<file path="config.mk">
export PLATFORM = sky130hd
export DESIGN_NAME = wavefront_sequencer
export DESIGN_NICKNAME = d
export VERILOG_FILES = /design/src/rtl/wavefront_sequencer.sv
export SDC_FILE = /design/constraint.sdc
export NUM_CORES = 1
export LEC_CHECK = 0
export BUFFER_PORTS_ARGS = -buffer_cell sky130_fd_sc_hd__clkbuf_2
export CAP_MARGIN = 40
export CORE_MARGIN = 4
export CORE_UTILIZATION = 55
export CTS_CLUSTER_DIAMETER = 60
export DETAILED_ROUTE_END_ITERATION = 10
export PLACE_DENSITY = 0.95
export SYNTH_ARGS = -nofsm -noshare
export SYNTH_HDL_FRONTEND = slang
export SYNTH_SLANG_ARGS = --single-unit
</file>
<file path="constraint.sdc">
create_clock -name clk -period 9.9 [get_ports clk]
set_input_delay 0.99 -clock clk [delete_from_list [all_inputs] [get_ports clk]]
set_output_delay 0.99 -clock clk [all_outputs]
set_load 0.005 [all_outputs]
</file>
<file path="src/rtl/wavefront_sequencer.sv">
module wavefront_sequencer #(
  parameter int LANES   = 16,
  parameter int WAVES   = 32,
  parameter int REGS    = 16,
  parameter int GRP     = 4,
  parameter logic [5:0] LOAD_OP  = 6'h10,
  parameter logic [5:0] STORE_OP = 6'h11
) (
  input  logic                                   clk,
  input  logic                                   rst_n,
  input  logic [$clog2(LANES*WAVES):0]           thread_count,
  input  logic                                   instr_valid,
  input  logic [39:0]                            instr_word,
  output logic                                   instr_ready,
  output logic                                   issue_valid,
  output logic [1:0]                             issue_class,
  output logic [LANES-1:0]                       lane_en,
  output logic [$clog2(WAVES)-1:0]               wave_idx,
  output logic [5:0]                             op_code,
  output logic [1:0]                             op_type,
  output logic [$clog2(WAVES)+$clog2(REGS)-1:0]  rd_addr,
  output logic [$clog2(WAVES)+$clog2(REGS)-1:0]  ra_addr,
  output logic [$clog2(WAVES)+$clog2(REGS)-1:0]  rb_addr,
  output logic [31:0]                            imm_ext,
  output logic                                   done
);
  localparam int LB = $clog2(LANES);
  localparam int WB = $clog2(WAVES);
  localparam int RB = $clog2(REGS);
  localparam int TW = $clog2(LANES*WAVES) + 1;
  localparam logic [1:0] C_OP = 2'd0, C_LD = 2'd1, C_ST = 2'd2;

  logic          busy;
  logic [39:0]   cur;
  logic [1:0]    cls;
  logic [LANES-1:0] wmask;
  logic [WB-1:0] wv, last_w;
  logic [LB-1:0] sb, last_s;

  // shape of the offered instruction
  logic [3:0]    nvar;
  logic [5:0]    nop;
  logic          nsnoop;
  logic [1:0]    ncls;
  logic [TW-1:0] full_d, ndepth;
  logic [LB:0]   nw;
  logic [LANES:0] one_sh;
  logic [LB-1:0] nsl;

  assign nvar   = instr_word[39:36];
  assign nop    = instr_word[35:30];
  assign nsnoop = instr_word[15];
  assign ncls   = (nop == LOAD_OP) ? C_LD : (nop == STORE_OP) ? C_ST : C_OP;
  assign full_d = TW'((thread_count + TW'(LANES-1)) >> LB);

  always_comb begin
    case (nvar[1:0])
      2'd0:    ndepth = full_d;
      2'd1:    ndepth = (full_d + TW'(1)) >> 1;
      2'd2:    ndepth = (full_d + TW'(3)) >> 2;
      default: ndepth = TW'(1);
    endcase
    if (ndepth == '0) ndepth = TW'(1);
    case (nvar[3:2])
      2'd0:    nw = (LB+1)'(LANES);
      2'd1:    nw = (LB+1)'(LANES/2);
      2'd2:    nw = (LB+1)'(LANES/4);
      default: nw = (LB+1)'(1);
    endcase
    case (ncls)
      C_LD:    nsl = LB'((int'(nw) + GRP - 1) / GRP - 1);
      C_ST:    nsl = LB'(int'(nw) - 1);
      default: nsl = '0;
    endcase
  end

  assign one_sh = (LANES+1)'(1) << nw;

  assign instr_ready = !busy || done;
  assign done        = busy && (wv == last_w) && (sb == last_s);

  always_ff @(posedge clk) begin
    if (!rst_n) begin
      busy   <= 1'b0;
      cur    <= '0;
      cls    <= C_OP;
      wmask  <= '0;
      wv     <= '0;
      sb     <= '0;
      last_w <= '0;
      last_s <= '0;
    end else if (instr_valid && instr_ready) begin
      busy   <= 1'b1;
      cur    <= instr_word;
      cls    <= ncls;
      wmask  <= LANES'(one_sh - (LANES+1)'(1));
      wv     <= '0;
      sb     <= '0;
      last_w <= nsnoop ? '0 : WB'(ndepth - TW'(1));
      last_s <= nsl;
    end else if (done) begin
      busy <= 1'b0;
    end else if (busy) begin
      if (sb == last_s) begin
        sb <= '0;
        wv <= wv + WB'(1);
      end else begin
        sb <= sb + LB'(1);
      end
    end
  end

  always_comb begin
    lane_en = '0;
    if (busy) begin
      case (cls)
        C_LD:    lane_en = wmask & (LANES'((1 << GRP) - 1) << (int'(sb) * GRP));
        C_ST:    lane_en = wmask & (LANES'(1) << sb);
        default: lane_en = wmask;
      endcase
    end
  end

  assign issue_valid = busy;
  assign issue_class = cls;
  assign wave_idx    = wv;
  assign op_code     = cur[35:30];
  assign op_type     = cur[29:28];
  assign imm_ext     = {{17{cur[14]}}, cur[14:0]};
  assign rd_addr     = {wv, cur[24 +: RB]};
  assign ra_addr     = {cur[15] ? cur[WB +: WB] : wv, cur[20 +: RB]};
  assign rb_addr     = {cur[15] ? cur[0  +: WB] : wv, cur[16 +: RB]};

  a_r6_store_one_lane: assert property (@(posedge clk) disable iff (!rst_n)
    (issue_valid && issue_class == C_ST) |-> $onehot(lane_en));
  a_r5_load_group: assert property (@(posedge clk) disable iff (!rst_n)
    (issue_valid && issue_class == C_LD) |-> ($countones(lane_en) <= GRP && lane_en != '0));
  a_r4_op_wave_step: assert property (@(posedge clk) disable iff (!rst_n)
    (issue_valid && !done && issue_class == C_OP) |=> (wave_idx == $past(wave_idx) + WB'(1)));
  a_r8_snoop_wave0: assert property (@(posedge clk) disable iff (!rst_n)
    (issue_valid && cur[15]) |-> (wave_idx == '0));
  a_r9_done_in_run: assert property (@(posedge clk) disable iff (!rst_n)
    done |-> issue_valid);
  a_r9_ready_held: assert property (@(posedge clk) disable iff (!rst_n)
    (issue_valid && !done) |-> !instr_ready);
  a_r9_no_break: assert property (@(posedge clk) disable iff (!rst_n)
    (issue_valid && !done) |=> issue_valid);
endmodule

</file>
==> metrics.txt, run 1 <==
worst setup path class=primary input to register; worst min path class=register to register; number of port buffers=145; TNS Setup=0 ps; post-route DRC violation count=0; Worst EP required=10,130 ps; reg-to-reg slack, setup=6940 ps; Std-Cell Rows=32; delay-heaviest family, CP=simple AND/OR/NAND/NOR gates; post-layout min period=4250 ps; core area=7690 sq um; placed cell area=4610 sq um; CTS max path bufs=2; placed cell count=733; dpl hpwl=7930 um; fraction of layout cells with a size suffix above 1=26.7%; postcts setup bufs=0; Ports=146; Mapped Area=4330 sq um; vias in the first global route=3,838; largest cells by area after synthesis=dfxtp_1 (29%), nand2_1 (11%), buf_4 (10%); ys flop type=dfxtp_1; Design Area, Final=4790 sq um; Netlist cell types=57; Max-slew headroom=38.9%; Most Frequent Cell on Critical Path=ha_1; Yosys warnings=0; GRT Total Usage=22.8%; Pre-antenna DRT Iters=5; CTS root buf=clkbuf_8; worst-margin pin slew=916 ps; Skew-Pair Late Insertion Delay=340 ps; Synth top area share=29.1%; fin crit share=43.0%; sequential area share after synthesis=29.1%; worst r2r src=sb[3]; area leader, netlist=dfxtp_1; Antenna Cells=0; Switching Share=31.4%; Worst Hold End=cur[32]; Int Pwr=0.000422 W; Crit-path slowest cell=or4_1; first-pass GRT wire length=18,100 um; Post-synth EDFFs=0; CP Max Fanout=5; post-layout net count=709; H-tree Lvls=3; Slew Limit Fails=0; Vias=4,052; Comb pwr share=20.6%; antenna violations before repair=0; switching pwr=0.000193 W; status=complete, no violations; Starting Density=56.3%; FMAX=0.235 GHz; vias per cell=5.41; Fill cells=685; pre-CTS WS=5310 ps; RSZ-0062 raised after global routing=no; # setup viols final=0; CP endpoint kind=register; Synth-to-Final Area Change=10.6%; clk sinks=63; Crit path largest cell delay=690 ps; Clk pin slew, worst setup/hold paths=80 ps; largest net degree at the start of global routing=56; die span in y=96.7 um; Mapped Cells=578; Sequential Power Share=45.7%; final wirelength=10,800 um; R2R Path End=last_w[0]; VDD IR max=0.104 mV; CP Launch Type=primary input; initial DRC count=264; final cell count without fillers=749; Reg2Reg Depth=6; Post-DRT Antenna Nets=0; async set or reset register ratio after synthesis=0%; CP arrival=4490 ps; Cell Pwr Density=128 nW/um^2; endpoints failing hold=0; # hold bufs at CTS=0; cts bufs inserted=9; number of synthesized register bits=63; Syn Area/Cell=7.49 sq um; Congestion Overflow GR=0; clock skew=11.0 ps; die span in x=96.7 um; Syn Nets=645; Hold Crit Start=cur[32]; cell chain of the critical path=clkbuf_2, or4_1, xnor2_2, inv_1, ha_1, or4bb_1, o22ai_1, nor4_1, o211ai_1, nor3_1, and4_1, nor2_1, ha_1, nor4b_1, xor2_1, o21ai_1; maxcap violations=0; Die ar.=9360 sq um; post-CTS sizing=0; Leak=2.21 nW; clock share of power=33.7%; routability congestion estimate=0.849; PnR worst setup slack=5650 ps; Hold Path Stages=2; CTS tree=yes; Total Power=0.000615 W; crit path buf inv count=2; Routed WL per cell=14.4 um
power groups by stage:
stage	registers [W]	clock network [W]	logic [W]
2_1_floorplan	0.000282	0	0.000102
3_3_place_gp	0.000285	0	0.000121
3_5_place_dp	0.000287	0	0.000126
4_1_cts	0.000281	0.000209	0.000127
5_1_grt	0.000283	0.000223	0.000141
6_report	0.000281	0.000207	0.000126
per-layer routing:
| layer | track usage [%] | wire, um | vias to the layer above |
|---|---|---|---|
| met5 | 0 | 0 | - |
| met3 | 4.83 | 798 | 18 |
| met1 | 29.5 | 4510 | 1853 |
| met2 | 38.0 | 5320 | 164 |
| li1 | - | - | 2017 |
| met4 | 7.56 | 187 | 0 |
flip-flops by register name, summed over array words and instances (netlist names):
signal	flops
cur	36
wmask	6
last_w	5
wave_idx	5
last_s	4
sb	4
issue_class	2
issue_valid	1
synth_stat cells, types with 2 or more instances:
master       n
nand2_1    128
dfxtp_1     63
buf_4       60
a21boi_1    42
nor2_1      35
a21oi_1     31
clkbuf_1    25
nand3_1     20
ha_1        14
inv_1       14
xnor2_1     14
nand2b_1    10
nor3_1       9
o21ai_0      9
buf_2        8
nor2b_1      8
and2_1       7
nor4_1       6
o21a_1       6
xor2_1       6
o211a_1      5
and3_1       4
nand3b_1     4
o21ai_1      4
mux2i_1      3
nand4_1      3
o211ai_1     3
or3_1        3
a21o_1       2
o2111ai_1    2
o31ai_1      2
o31ai_4      2
or4_1        2
stage by stage:
stage / utilization (%) / hold slack [ps]
2_1_floorplan: - / 435
3_3_place_gp: 60.0 / 440
3_5_place_dp: 60.0 / 445
4_1_cts: 62.3 / 456
5_1_grt: 62.3 / 479
6_report: 62.3 / 455
worst max-delay path by stage:
| stage | depth (start not counted) | to | startpoint | slack (ps) |
|---|---|---|---|---|
| final | 16 | last_w[4] | thread_count[3] | 5650 |
| after CTS | 16 | last_w[4] | thread_count[3] | 5670 |
| after global placement | 16 | last_w[4] | thread_count[3] | 5470 |
| after global routing | 16 | last_w[4] | thread_count[3] | 5400 |
| after detailed placement | 16 | last_w[4] | thread_count[3] | 5310 |
| after floorplan | 16 | last_w[4] | thread_count[3] | 5810 |
cell type report:
cell class | instances | area, sq um | area share, %
Clock buffer | 10 | 138 | 2.87
Clock inverter | 6 | 43.8 | 0.914
Inverter | 15 | 56.3 | 1.18
Multi-Input combinational cell | 407 | 2430 | 50.7
Sequential cell | 63 | 1260 | 26.3
Tap cell | 102 | 128 | 2.66
Timing Repair Buffer | 146 | 733 | 15.3
worst min-delay path, stage by stage (launching register included):
cell      delay, ps
dfxtp_1         310
nand2_1          50
a21boi_1         50
cells in the final DEF, fill, tap and decap left out, drive strengths merged, types with 7 or more instances in the layout:
cell type  netlist  routed
xnor2           15      15
ha              14      14
nand2          128     128
nand3           20      20
nor2b            8       8
a21oi           31      31
inv             14      16
nor2            35      35
nor4             7       7
clkbuf          25     155
nand2b          10      10
dfxtp           63      63
and2             7       7
a21boi          43      43
nor3             9       9
o21ai           13      13
cell families (layout without fill, tap and decap cells):
kind of cell | after synthesis | in the layout | share of synthesized area [%]
fa+ha+maj | 14 | 14 | 4.04
simple gates | 247 | 247 | 26.2
mux | 3 | 3 | 0.693
xor+xnor | 22 | 22 | 4.94
compound gates | 121 | 121 | 20.2
buf+inv | 108 | 177 | 14.8
flops | 63 | 63 | 29.1
No activity file was read; power rests on OpenSTA's default activity.
==> run 2, diff against run 1 <==
CORE_UTILIZATION = 51   (was 55)
PLACE_DENSITY = 0.92   (was 0.95)
clock period = 4 ns   (was 9.9 ns; I/O delays follow)
==> run 2 against run 1 <==
Effect of this change: sequential cell count unchanged; sequential power increased by 150%; global-route usage decreased by 2.1 points; largest cell class unchanged; die area increased by 7.2%; register-to-register slack got worse by 6000 ps; non-clock buffer count increased by 5; design area increased by 2.0%.
==> metrics.txt, run 2 (synthesized netlist as in run 1, its figures left out) <==
layer with the highest usage=met2; met2 usage=34.7%; Synth-to-Final Area Change=12.8%; Sequential Power Share=42.1%; Total Power=0.00165 W; post-route DRC violation count=0; core area=8260 sq um; CTS root buf=clkbuf_8; Fill cells=758; max reg flops=36; Int Pwr=0.00120 W; Slew Limit Fails=0; VDD IR max=0.188 mV; worst-margin pin slew=904 ps; maxcap violations=0; Post-DRT Antenna Nets=0; Ports=146; Comb pwr share=19.3%; worst setup path class=primary input to register; clk sinks=63; antenna violations before repair=0; final wirelength=10,600 um; Clk pin slew, worst setup/hold paths=70 ps; leading cell type in the layout, fill and taps excluded=clkbuf_2; met1 Track Usage GR=27.4%; switching pwr=0.000447 W; CTS max path bufs=2; area of the multi-input gates=2430 sq um; largest net degree at the start of global routing=56; CP endpoint kind=register; Core Util, Final=59.2%; post-layout min period=3610 ps; GRT Total Usage=20.7%; CTS tree=yes; clock skew=7.67 ps; Antenna Cells=0; first-pass GRT wire length=17,500 um; CP Max Fanout=8; number of port buffers=145; endpoints failing hold=0; dpl hpwl=8050 um; H-tree Lvls=3; TNS Setup=0 ps; Skew-Pair Late Insertion Delay=330 ps; die span in x=100 um; vias in the first global route=3,848; CP arrival=3830 ps; GRT met3 Usage=3.41%; Reg area=1260 sq um; initial DRC count=188; status=complete, no violations; Std-Cell Rows=33; Switching Share=27.1%; vias per cell=5.37; CP Launch Type=primary input; Pre-antenna DRT Iters=4; commonest cells after routing, fill and taps aside=clkbuf_2 (145), nand2_1 (128), dfxtp_1 (63); Largest regs=cur x36, wmask x6; Congestion Overflow GR=0; RSZ-0062 raised after global routing=no; Max-slew headroom=39.7%; fraction of layout cells with a size suffix above 1=27.0%; Cell Pwr Density=338 nW/um^2; Leak=2.27 nW; post-CTS sizing=0; clock share of power=38.6%; Worst EP required=4220 ps; post-layout net count=714; routability congestion estimate=0.915; die span in y=100 um; fin crit share=90.2%; Vias=4,057; cts bufs inserted=9; hold_ws=280 ps; postcts setup bufs=0; FMAX=0.277 GHz; most flop-heavy register=cur; Starting Density=52.5%; # setup viols final=0; Die ar.=10,000 sq um; # hold bufs at CTS=0; Routed WL per cell=14.0 um; worst min path class=primary input to register
==> run 2: changes by cell type in the layout (fill, tap and decap cells not counted), moves of 2 or more <==
cell / before / now
buf_4: 1 / 5
inv_6: 2 / 0
bufinv_16: 0 / 2
clkbuf_8: 10 / 12
==> run 2: stage by stage <==
step	worst slack, ps	instances	cell area [sq um]
after floorplan	496	578	4330
after CTS	438	756	4890
final	391	756	4890
after global routing	130	756	4890
after global placement	285	740	4640
after detailed placement	99.3	741	4660
==> run 2: layout make-up <==
cell class                 instances  area share, %
multi-input combinational        407           49.7
sequential                        63           25.8
timing repair buffer             151           15.9
clock buffer                      12           3.38
tap                              105           2.69
clock inverter                     3           1.33
inverter                          15           1.15
==> run 2: power by group through the flow <==
stage	logic (W)	clock network, W	registers, W
after global routing	0.000357	0.000675	0.000700
after CTS	0.000320	0.000641	0.000695
after detailed placement	0.000318	0	0.000709
after global placement	0.000305	0	0.000707
after floorplan	0.000253	0	0.000698
final	0.000318	0.000636	0.000695
==> run 2: path summary, 6_finish.rpt <==
check / slack (ps) / cells past startpoint / startpoint / endpoint
worst max register to register: 900 / 8 / sb[3] / last_s[2]
worst min-delay path: 280 / 3 / instr_word[23] / cur[23]
worst min register to register: 450 / 2 / cur[25] / cur[25]
worst max-delay path: 390 / 16 / thread_count[3] / last_w[4]
==> run 2: layer usage <==
metal,vias to the layer above,part of all wire (%)
li1,2020,-
met3,20,6.8
met4,0,1.9
met5,-,0
met2,150,48
met1,1867,43
==> run 2: critical path: stages <==
cell	delay, ps
clkbuf_2	110
o41a_1	560
xnor2_1	250
inv_1	90
ha_1	260
or4bb_1	540
o22ai_1	190
nor4_1	80
o211ai_1	190
nor3_1	70
and4_1	230
nor2_1	100
ha_1	180
nor4b_1	310
xor2_1	190
o21ai_1	70
==> run 3, diff against run 2 <==
SETUP_SLACK_MARGIN = 0.4   (was not set)
==> run 3 against run 2 <==
Effect of this change: sequential power barely moved; sequential share of layout area decreased by 0.51 points; via count up 1.0%; non-clock buffer count is 7 higher; die area stayed put; clock skew barely moved; critical path depth unchanged; clock power barely moved; register-to-register slack about the same; cell count is 0.93% higher; critical endpoint unchanged.
==> metrics.txt, run 3 (synthesized netlist as in run 1, its figures left out) <==
CP Max Fanout=5; CP arrival=3630 ps; CTS max path bufs=2; Ports=146; Antenna Cells=0; most flop-heavy register=cur; H-tree Lvls=3; Design Area, Final=4980 sq um; leading cell type in the layout, fill and taps excluded=clkbuf_2; Cell Pwr Density=334 nW/um^2; placed cell area=4660 sq um; TNS Setup=0 ps; # setup viols final=0; Starting Density=52.5%; endpoints failing hold=0; Die ar.=10,000 sq um; CP endpoint kind=register; RSZ-0062 raised after global routing=no; Clk pin slew, worst setup/hold paths=70 ps; CTS root buf=clkbuf_8; core area=8260 sq um; Congestion Overflow GR=0; clock skew=7.98 ps; Fill cells=744; antenna violations before repair=0; post-layout min period=3410 ps; Synth-to-Final Area Change=15.1%; routability congestion estimate=0.915; maxcap violations=0; Routed WL per cell=14.2 um; VDD IR max=0.206 mV; final wirelength=10,800 um; max reg flops=36; worst min path class=primary input to register; GRT Total Usage=20.7%; number of port buffers=145; vias per cell=5.37; status=complete, no violations; post-route DRC violation count=0; Max-slew headroom=39.7%; Skew-Pair Late Insertion Delay=330 ps; Leak=2.31 nW; clk sinks=63; largest net degree at the start of global routing=56; Worst EP required=4220 ps; Pre-antenna DRT Iters=5; Slew Limit Fails=0; cts bufs inserted=9; Post-DRT Antenna Nets=0; CP Launch Type=primary input; Largest regs=cur x36, wmask x6; worst-margin pin slew=904 ps; Std-Cell Rows=33; Vias=4,098; initial DRC count=189; dpl hpwl=8050 um; CTS tree=yes; FMAX=0.293 GHz; worst setup path class=primary input to register; fin crit share=85.2%; final cell count without fillers=763; vias in the first global route=3,848; commonest cells after routing, fill and taps aside=clkbuf_2 (145), nand2_1 (128), dfxtp_1 (63); post-layout net count=721; placed cell count=741; die span in x=100 um; first-pass GRT wire length=17,500 um; # hold bufs at CTS=0; fraction of layout cells with a size suffix above 1=29.0%; die span in y=100 um
[run 3: power by group]
| part | internal, W | total, W | switching (W) |
|---|---|---|---|
| Sequential | 0.000664 | 0.000695 | 0.0000309 |
| Clock | 0.000398 | 0.000637 | 0.000240 |
| Combinational | 0.000151 | 0.000334 | 0.000184 |
[run 3: metal layers]
| layer | up-vias | share of wire (%) | wire length [um] | GRT usage (%) |
|---|---|---|---|---|
| li1 | 2039 | - | - | - |
| met1 | 1888 | 42 | 4560 | 27.4 |
| met2 | 151 | 49 | 5290 | 34.7 |
| met3 | 20 | 7.1 | 762 | 3.41 |
| met4 | 0 | 1.8 | 191 | 6.32 |
| met5 | - | 0 | 0 | 0 |
[run 3: area by class of cell]
type                       instances  area [sq um]  share of cell area (%)
multi-input combinational        407          2470                    49.6
sequential                        63          1260                    25.3
timing repair buffer             158           831                    16.7
clock buffer                      12           165                    3.31
tap                              105           131                    2.64
clock inverter                     3          65.1                    1.31
inverter                          15          56.3                    1.13
[run 3: metrics by stage]
stage | hold slack [ps] | worst slack, ps | total power [W] | util, %
after global routing | 267 | 381 | 0.00175 | 60.4
after global placement | 440 | 285 | 0.00101 | 56.2
final | 280 | 592 | 0.00167 | 60.4
after floorplan | 435 | 496 | 0.000951 | -
after CTS | 271 | 438 | 0.00166 | 59.2
after detailed placement | 448 | 99.3 | 0.00103 | 56.4
[run 3: final timing paths]
kind | start | to | slack [ps] | cells after the start
max | thread_count[0] | last_w[4] | 590 | 16
min | instr_word[23] | cur[23] | 280 | 3
max reg2reg | sb[3] | last_s[2] | 890 | 8
min reg2reg | cur[25] | cur[25] | 450 | 2
[run 3: what timing repair did]
action | CTS | global route
gates resized for setup | 0 | 9
buffers inserted | 0 | 7
endpoints found under the hold margin | 0 | 0
endpoints found under the setup margin | 0 | 3
[run 3: critical path, stage by stage]
cell,delay [ps]
clkbuf_2,110
o41a_1,530
xnor2_2,220
inv_1,90
ha_2,230
or4bb_4,560
o22ai_2,160
nor4_1,70
o211ai_1,240
nor3_1,80
and4_1,190
nor2_1,110
ha_2,200
nor4b_4,200
xor2_1,180
o21ai_1,70
